**config.mk**
```make
export PLATFORM = sky130hd
export DESIGN_NAME = key_watchdog
export DESIGN_NICKNAME = d
export VERILOG_FILES = /design/src/rtl/kwd_pkg.sv /design/src/rtl/kwd_regs.sv /design/src/rtl/kwd_update_slot.sv /design/src/rtl/kwd_prescaler.sv /design/src/rtl/kwd_counter.sv /design/src/rtl/key_watchdog.sv
export SDC_FILE = /design/constraint.sdc
export NUM_CORES = 1
export LEC_CHECK = 0
export BUFFER_PORTS_ARGS = -buffer_cell sky130_fd_sc_hd__buf_4
export CAP_MARGIN = 5
export CORE_MARGIN = 2
export CORE_UTILIZATION = 42
export CTS_BUF_LIST = sky130_fd_sc_hd__clkbuf_8
export DETAILED_ROUTE_END_ITERATION = 6
export HOLD_SLACK_MARGIN = 0.08
export PLACE_DENSITY_LB_ADDON = 0.1
export SYNTH_ARGS = -nofsm -noshare
export SYNTH_HDL_FRONTEND = slang
export SYNTH_SLANG_ARGS = --single-unit
```
**constraint.sdc**
```tcl
create_clock -name clk -period 3.8 [get_ports clk]
set_clock_uncertainty 0.15 [all_clocks]
set_input_delay 0 -clock clk [delete_from_list [all_inputs] [get_ports clk]]
set_output_delay 0 -clock clk [all_outputs]
set_load 0.01 [all_outputs]
```
**src/rtl/kwd_pkg.sv**
```systemverilog
package kwd_pkg;
  localparam logic [15:0] KEY_OPEN    = 16'h5555;
  localparam logic [15:0] KEY_START   = 16'hCCCC;
  localparam logic [15:0] KEY_REFRESH = 16'hAAAA;

  typedef enum logic [1:0] {
    SLOT_CMD  = 2'd0,
    SLOT_PSC  = 2'd1,
    SLOT_TMO  = 2'd2,
    SLOT_STAT = 2'd3
  } slot_e;

  // Word-aligned offset match: offset = 4 * slot, all other bits zero.
  function automatic logic offset_hit(input logic [31:0] addr, input slot_e slot);
    return addr == (32'(slot) << 2);
  endfunction

  // log2 of the prescale divisor for a code, saturating at hi.
  function automatic int unsigned div_log2(input int unsigned code,
                                           input int unsigned lo,
                                           input int unsigned hi);
    return (code + lo > hi) ? hi : code + lo;
  endfunction
endpackage

```
**src/rtl/kwd_regs.sv**
```systemverilog
module kwd_regs import kwd_pkg::*; #(
  parameter int ADDR_W = 4,
  parameter int DATA_W = 16
) (
  input  logic              clk,
  input  logic              rst_n,
  input  logic              wr_en,
  input  logic [ADDR_W-1:0] wr_addr,
  input  logic [DATA_W-1:0] wr_data,
  output logic              psc_try,
  output logic              tmo_try,
  output logic              psc_load,
  output logic              tmo_load,
  output logic              start_ev,
  output logic              refresh_ev,
  output logic              open_q
);
  logic cmd_hit;

  always_comb begin
    cmd_hit    = wr_en && offset_hit(32'(wr_addr), SLOT_CMD);
    psc_try    = wr_en && offset_hit(32'(wr_addr), SLOT_PSC);
    tmo_try    = wr_en && offset_hit(32'(wr_addr), SLOT_TMO);
    psc_load   = psc_try && open_q;
    tmo_load   = tmo_try && open_q;
    start_ev   = cmd_hit && (wr_data == KEY_START);
    refresh_ev = cmd_hit && (wr_data == KEY_REFRESH);
  end

  // Access stays open only while the last command was the open key.
  always_ff @(posedge clk or negedge rst_n) begin
    if (!rst_n)       open_q <= 1'b0;
    else if (cmd_hit) open_q <= (wr_data == KEY_OPEN);
  end


  relock_chk: assert property (@(posedge clk) disable iff (!rst_n)
    (cmd_hit && wr_data != KEY_OPEN) |=> !open_q);
endmodule

```
**src/rtl/kwd_update_slot.sv**
```systemverilog
module kwd_update_slot #(
  parameter int          W         = 12,
  parameter logic [W-1:0] RESET_VAL = '1,
  parameter int          UPD_TICKS = 2
) (
  input  logic         clk,
  input  logic         rst_n,
  input  logic         tick,
  input  logic         load,
  input  logic [W-1:0] load_val,
  output logic [W-1:0] shadow,
  output logic [W-1:0] active,
  output logic         busy
);
  localparam int LW = $clog2(UPD_TICKS + 1);
  logic [LW-1:0] left;
  logic          commit;

  assign commit = busy && tick && (left == LW'(1)) && !load;

  always_ff @(posedge clk or negedge rst_n) begin
    if (!rst_n) begin
      shadow <= RESET_VAL;
      active <= RESET_VAL;
      busy   <= 1'b0;
      left   <= '0;
    end else if (load) begin
      shadow <= load_val;
      busy   <= 1'b1;
      left   <= LW'(UPD_TICKS);
    end else if (commit) begin
      active <= shadow;
      busy   <= 1'b0;
      left   <= '0;
    end else if (busy && tick) begin
      left   <= left - LW'(1);
    end
  end


  load_flags_chk: assert property (@(posedge clk) disable iff (!rst_n)
    load |=> (busy && shadow == $past(load_val)));

  commit_value_chk: assert property (@(posedge clk) disable iff (!rst_n)
    $fell(busy) |-> (active == shadow));

  idle_active_chk: assert property (@(posedge clk) disable iff (!rst_n)
    (!busy && !load) |=> $stable(active));
endmodule

```
**src/rtl/kwd_prescaler.sv**
```systemverilog
module kwd_prescaler import kwd_pkg::*; #(
  parameter int PSC_W    = 3,
  parameter int MIN_LOG2 = 2,
  parameter int MAX_LOG2 = 8
) (
  input  logic             clk,
  input  logic             rst_n,
  input  logic [PSC_W-1:0] code,
  output logic             tick
);
  localparam int CW = MAX_LOG2;
  logic [CW-1:0] count;
  logic [CW:0]   lim_wide;
  logic [CW-1:0] limit;

  always_comb begin
    lim_wide = ((CW+1)'(1) << div_log2(int'(code), MIN_LOG2, MAX_LOG2)) - (CW+1)'(1);
    limit    = lim_wide[CW-1:0];
    // ">=" absorbs a divisor shrink that leaves count beyond the new limit
    tick     = (count >= limit);
  end

  always_ff @(posedge clk or negedge rst_n) begin
    if (!rst_n)    count <= '0;
    else if (tick) count <= '0;
    else           count <= count + CW'(1);
  end


  tick_gap_chk: assert property (@(posedge clk) disable iff (!rst_n)
    tick |=> !tick);
endmodule

```
**src/rtl/kwd_counter.sv**
```systemverilog
module kwd_counter #(
  parameter int CNT_W = 12
) (
  input  logic             clk,
  input  logic             rst_n,
  input  logic             tick,
  input  logic             start_ev,
  input  logic             refresh_ev,
  input  logic [CNT_W-1:0] reload_val,
  output logic             running,
  output logic             expire,
  output logic             rst_req
);
  logic [CNT_W-1:0] cnt;

  assign expire = running && tick && (cnt == '0) && !refresh_ev;

  always_ff @(posedge clk or negedge rst_n) begin
    if (!rst_n) begin
      running <= 1'b0;
      cnt     <= '1;
      rst_req <= 1'b0;
    end else begin
      rst_req <= expire;
      if (!running) begin
        if (start_ev) begin
          running <= 1'b1;
          cnt     <= reload_val;
        end
      end else if (refresh_ev) begin
        cnt <= reload_val;
      end else if (tick) begin
        if (cnt == '0) cnt <= reload_val;
        else           cnt <= cnt - CNT_W'(1);
      end
    end
  end


  sticky_run_chk: assert property (@(posedge clk) disable iff (!rst_n)
    running |=> running);

  idle_quiet_chk: assert property (@(posedge clk) disable iff (!rst_n)
    rst_req |-> running);

  pulse_single_chk: assert property (@(posedge clk) disable iff (!rst_n)
    rst_req |=> !rst_req);

  reload_after_expire_chk: assert property (@(posedge clk) disable iff (!rst_n)
    expire |=> (cnt == $past(reload_val)));
endmodule

```
**src/rtl/key_watchdog.sv**
```systemverilog
module key_watchdog import kwd_pkg::*; #(
  parameter int ADDR_W    = 4,
  parameter int DATA_W    = 16,
  parameter int CNT_W     = 12,
  parameter int PSC_W     = 3,
  parameter int MIN_LOG2  = 2,
  parameter int MAX_LOG2  = 8,
  parameter int UPD_TICKS = 2
) (
  input  logic              clk,
  input  logic              rst_n,
  input  logic              wr_en,
  input  logic [ADDR_W-1:0] wr_addr,
  input  logic [DATA_W-1:0] wr_data,
  input  logic [ADDR_W-1:0] rd_addr,
  output logic [DATA_W-1:0] rd_data,
  output logic              rst_req
);
  logic psc_try, tmo_try, psc_load, tmo_load;
  logic start_ev, refresh_ev, open_q;
  logic tick, running, expire;
  logic psc_busy, tmo_busy;
  logic [PSC_W-1:0] psc_shadow, psc_active;
  logic [CNT_W-1:0] tmo_shadow, tmo_active;

  kwd_regs #(.ADDR_W(ADDR_W), .DATA_W(DATA_W)) u_regs (
    .clk(clk), .rst_n(rst_n), .wr_en(wr_en), .wr_addr(wr_addr), .wr_data(wr_data),
    .psc_try(psc_try), .tmo_try(tmo_try), .psc_load(psc_load), .tmo_load(tmo_load),
    .start_ev(start_ev), .refresh_ev(refresh_ev), .open_q(open_q));

  kwd_update_slot #(.W(PSC_W), .RESET_VAL('0), .UPD_TICKS(UPD_TICKS)) u_psc_slot (
    .clk(clk), .rst_n(rst_n), .tick(tick), .load(psc_load),
    .load_val(wr_data[PSC_W-1:0]), .shadow(psc_shadow), .active(psc_active),
    .busy(psc_busy));

  kwd_update_slot #(.W(CNT_W), .RESET_VAL('1), .UPD_TICKS(UPD_TICKS)) u_tmo_slot (
    .clk(clk), .rst_n(rst_n), .tick(tick), .load(tmo_load),
    .load_val(wr_data[CNT_W-1:0]), .shadow(tmo_shadow), .active(tmo_active),
    .busy(tmo_busy));

  kwd_prescaler #(.PSC_W(PSC_W), .MIN_LOG2(MIN_LOG2), .MAX_LOG2(MAX_LOG2)) u_psc (
    .clk(clk), .rst_n(rst_n), .code(psc_active), .tick(tick));

  kwd_counter #(.CNT_W(CNT_W)) u_cnt (
    .clk(clk), .rst_n(rst_n), .tick(tick), .start_ev(start_ev),
    .refresh_ev(refresh_ev), .reload_val(tmo_active), .running(running),
    .expire(expire), .rst_req(rst_req));

  always_comb begin
    rd_data = '0;
    if (offset_hit(32'(rd_addr), SLOT_PSC))       rd_data = DATA_W'(psc_shadow);
    else if (offset_hit(32'(rd_addr), SLOT_TMO))  rd_data = DATA_W'(tmo_shadow);
    else if (offset_hit(32'(rd_addr), SLOT_STAT)) rd_data = DATA_W'({tmo_busy, psc_busy});
  end


  locked_psc_chk: assert property (@(posedge clk) disable iff (!rst_n)
    (psc_try && !open_q) |=> $stable(psc_shadow));

  locked_tmo_chk: assert property (@(posedge clk) disable iff (!rst_n)
    (tmo_try && !open_q) |=> $stable(tmo_shadow));

  refresh_hold_chk: assert property (@(posedge clk) disable iff (!rst_n)
    (running && refresh_ev) |=> !rst_req);
endmodule

```
==> impl.org <==
** Logic synthesis
- Counting flops and latches in the post-synthesis netlist gives 59.
- The average instance in the mapped netlist occupies between 9 and 10 µm².
- Synth async-reset ratio :: 100.0%
- Synth Flop Type :: sky130_fd_sc_hd__dfstp_2
- Distinct cells, synth :: 52
- The biggest area contributor in the post-synthesis netlist is sky130_fd_sc_hd__dfstp_2.
- Area share of the largest cell type after synthesis :: between 20% and 30%
- sky130_fd_sc_hd__nand2_1 is the most common cell in the netlist.
- In the synthesized netlist, the number of instances is 361.
- Number of warnings reported in the yosys synthesis log :: 0
- Counting flops with a built-in enable in the synthesized netlist gives 0.
- Post-synthesis instance area :: between 0.003 and 0.004 mm²
- After synthesis, flip-flops and latches occupy 44.27% of the total area.
- Largest cells by area after synthesis :: sky130_fd_sc_hd__dfstp_2 (28%), sky130_fd_sc_hd__dfrtp_1 (17%), sky130_fd_sc_hd__nand2_1 (7.3%)
- Most common library cells after synthesis :: sky130_fd_sc_hd__nand2_1 (67), sky130_fd_sc_hd__dfstp_2 (36), sky130_fd_sc_hd__dfrtp_1 (23), sky130_fd_sc_hd__nor2_1 (23), sky130_fd_sc_hd__ha_1 (19)

** Routing
- Using the TritonRoute via totals, the vias-per-cell ratio works out to around 5.3.
- Total via count in the routed design :: 2,937
- The final layout contains routed wiring with a total length of just over 8 mm.
- For this run, design rule violations remaining after detail routing come to 0.
- Number of detailed-routing iterations run before antenna repair :: 4
- The detailed router finished its first iteration with between 100 and 150 violations.
- Detailed-route wire length per cell :: between 10 and 15 µm
- In this run the remaining antenna-violating nets after routing total 0.

** Timing
- The number of slew-limit violations in the final report came to 0.
- Unrepaired setup endpoints after global routing :: no
- Setup violations remaining at the end of the flow were counted as 0.
- Of the available clock period, the critical path in the final layout requires 91.40%.
- For this run, the top clock speed supported by timing is 287.9 MHz.
- Min Clock Period, post-route :: about 3500 ps
- Worst Max-Slew Pin Slew :: between 1000 and 1500 ps
- Final number of hold-violating endpoints :: 0
- Accumulated negative setup slack :: 0 ps
- Slew Limit Headroom :: 27.27%

** Clock network
- Clock-pin slew of the registers on the worst-case setup and hold paths :: 70 ps
- TritonCTS built the clock tree.
- TritonCTS created 9 clock buffers.
- H-tree lvl count :: 3
- Clk Latency, worst-skew pair :: between 300 and 400 ps
- The tree is rooted in a sky130_fd_sc_hd__clkbuf_8.
- The longest clock path from root to sink contains 2 buffers.
- Number of clock sinks seen by CTS :: 59
- Buffers added to address setup during post-CTS repair amount to 0.

** Die
- Starting density of the core :: between 40% and 50%
- The die is roughly 94 µm wide.
- Vert. Die Dim :: ~94 µm
- Pin placement for this block handled 44 I/O pins.
- The die covers 0.008923 mm².
- Std-Cell Rows :: 32
- The region available for standard cell placement spans 0.007848 mm².

** Cells and area
- The number of antenna diodes in the final layout is 0.
- Measured on the finished design, the core utilization comes to between 50 and 60%.
- After the last flow step, the layout net total stands at approximately 500.
- Compared with the post-synthesis result, the final layout area differs by 30.43%.
- Once layout is complete, the cells apart from fillers number approximately 560.
- Proportion of layout cells with a drive suffix above 1 :: 23.85%
- Filler cells :: roughly 730
- After routing the design area is 0.004483 mm².

** Placement
- Placed cell areas :: roughly 0.0038 mm²
- Placer Congestion :: roughly 0.80
- Once placement completed, the tool counted placed cells totaling roughly 500.
- After legalization and detailed placement, the total HPWL measured approximately 5.6 mm.
- Port Buf Inserts :: 39

** Critical path
- Crit. Startpoint :: u_psc_slot.active[1]
- Critical setup path kind :: register to register
- Worst EP arrival :: roughly 3500 ps
- Along the worst path, the maximum fanout reaches 11.
- At the worst endpoint, the required time is 3870 ps.
- Crit Reg-Reg Startpoint :: u_psc_slot.active[1]
- STA classifies the critical path endpoint as a register.
- STA classifies the critical path startpoint as a register.

** Global route
- The number of antenna violations at the first check in global routing is 0.
- Wire length of the first global-routing pass :: roughly 14 mm
- Entering global routing, the biggest net connects 60 pins.
- Overall Global Routing Usage :: between 20% and 30%
- Global route overflow :: 0
- The number of global-route vias before repair is roughly 2,800.

** Flow run
- Across the run, the number of max-cap violations was 0.

** Pwr
- Overall power :: roughly 0.0015 W
- Power density relative to cell area :: roughly 340 mW/mm²
- Total leakage power :: 1.990 nW
- Across the VDD grid, the largest voltage drop is ~0.00020 V.

** Min path
- Type of the tightest min-delay check :: input pin to asynchronous set/reset pin

** Status
- Result of the run :: finished, final reports clean
## power by group
group | switching [W] | internal, W
Clock | 0.000255 | 0.000315
Sequential | 0.0000283 | 0.000650
Combinational | 0.000150 | 0.000123
## registers in the layout, indices dropped and copies added (netlist names)
signal,count
u_tmo_slot.busy,1
u_psc_slot.busy,1
u_cnt.cnt,12
u_cnt.running,1
u_psc.count,8
u_tmo_slot.active,12
u_psc_slot.left,2
u_psc_slot.shadow,3
u_tmo_slot.shadow,12
u_cnt.rst_req,1
u_tmo_slot.left,2
u_psc_slot.active,3
u_regs.open_q,1
## cell usage in the layout (no fill, tap or decap), types with 3 or more instances in the layout
cell type | synthesis | final
sky130_fd_sc_hd__a211oi_1 | 4 | 4
sky130_fd_sc_hd__a21oi_1 | 9 | 9
sky130_fd_sc_hd__and2_1 | 11 | 10
sky130_fd_sc_hd__and3_1 | 4 | 4
sky130_fd_sc_hd__buf_4 | 4 | 45
sky130_fd_sc_hd__clkbuf_8 | 0 | 10
sky130_fd_sc_hd__clkinv_2 | 0 | 3
sky130_fd_sc_hd__conb_1 | 2 | 6
sky130_fd_sc_hd__dfrtp_1 | 23 | 23
sky130_fd_sc_hd__dfstp_2 | 36 | 36
sky130_fd_sc_hd__dlygate4sd3_1 | 0 | 45
sky130_fd_sc_hd__ha_1 | 19 | 19
sky130_fd_sc_hd__inv_1 | 17 | 18
sky130_fd_sc_hd__mux2_1 | 9 | 9
sky130_fd_sc_hd__mux2_2 | 6 | 6
sky130_fd_sc_hd__mux2i_1 | 7 | 7
sky130_fd_sc_hd__nand2_1 | 67 | 67
sky130_fd_sc_hd__nand2b_1 | 3 | 3
sky130_fd_sc_hd__nand3_1 | 15 | 15
sky130_fd_sc_hd__nand4_1 | 7 | 7
sky130_fd_sc_hd__nor2_1 | 23 | 23
sky130_fd_sc_hd__nor3_1 | 11 | 11
sky130_fd_sc_hd__nor3b_1 | 5 | 5
sky130_fd_sc_hd__nor4_1 | 4 | 4
sky130_fd_sc_hd__nor4bb_1 | 8 | 8
sky130_fd_sc_hd__o21ai_0 | 13 | 13
sky130_fd_sc_hd__o22ai_1 | 3 | 3
sky130_fd_sc_hd__o31ai_1 | 4 | 4
sky130_fd_sc_hd__or3_1 | 3 | 3
sky130_fd_sc_hd__xnor2_1 | 3 | 3
sky130_fd_sc_hd__xor2_1 | 6 | 6
## stage by stage
step	setup slack [ps]	hold slack [ps]
3_5_place_dp	72.89	-33.31
2_1_floorplan	409.6	-445.6
3_3_place_gp	263.9	-31.63
6_report	326.6	108.9
4_1_cts	66.39	128.2
5_1_grt	11.92	170.6
## timing repair
action / 4_1_cts / 5_1_grt
hold buffers: 45 / 0
setup endpoints to repair: 0 / 27
endpoints found under the hold margin: 81 / 0
resized for setup: 0 / 3
## per-layer routing
| layer | GRT usage (%) | part of all wire (%) | up-vias |
|---|---|---|---|
| li1 | - | - | 1446 |
| met5 | 0 | 0 | - |
| met1 | 28.54 | 48 | 1428 |
| met4 | 5.797 | 1.0 | 0 |
| met2 | 32.14 | 48 | 56 |
| met3 | 4.230 | 3.4 | 7 |
## cell families (layout without fill, tap and decap cells)
| group | Yosys count | count (layout) | synth area share [%] |
|---|---|---|---|
| and+or+nand+nor | 167 | 167 | 24.68 |
| DFF | 59 | 59 | 44.27 |
| AOI/OAI and AO/OA | 51 | 51 | 10.12 |
| buffers and inverters | 32 | 124 | 4.550 |
| muxes | 22 | 22 | 6.953 |
| adders and majority gates | 19 | 19 | 6.917 |
| xor gates and xnor gates | 9 | 9 | 2.294 |
| other | 2 | 6 | 0.2185 |
## path summary, 6_finish.rpt
path / to / slack (ps) / depth (start not counted)
worst max-delay path: u_psc_slot.active[2] / 330 / 14
min in group clk: u_tmo_slot.left[1] / 140 / 5
max in group asynchronous: u_tmo_slot.left[1] / 2900 / 2
worst min-delay path: u_psc.count[3] / 110 / 2
worst max register to register: u_psc_slot.active[2] / 330 / 14
worst min register to register: u_cnt.cnt[3] / 350 / 2
## worst max-delay path, cell delays in order (launching register included)
cell and delay, ps:
sky130_fd_sc_hd__dfrtp_1 480, sky130_fd_sc_hd__inv_1 100, sky130_fd_sc_hd__ha_1 330, sky130_fd_sc_hd__inv_1 120
sky130_fd_sc_hd__nand4_1 100, sky130_fd_sc_hd__ha_1 240, sky130_fd_sc_hd__nor3b_1 150, sky130_fd_sc_hd__xnor2_1 170
sky130_fd_sc_hd__ha_1 270, sky130_fd_sc_hd__nand3_1 90, sky130_fd_sc_hd__nand2_1 60, sky130_fd_sc_hd__a311o_1 330
sky130_fd_sc_hd__and2_4 220, sky130_fd_sc_hd__nand4_1 200, sky130_fd_sc_hd__mux2_2 360
## final cells by class
class / instances / area (µm²) / share of cell area (%)
Clock inverter: 6 / 56.30 / 1.256
Sequential cell: 59 / 1521 / 33.94
Tap cell: 102 / 127.6 / 2.847
Inverter: 18 / 67.56 / 1.507
Multi-Input combinational cell: 274 / 1784 / 39.80
Clock buffer: 10 / 137.6 / 3.070
Timing Repair Buffer: 90 / 788.3 / 17.58
Note: power is estimated with default switching activity, not from simulation.
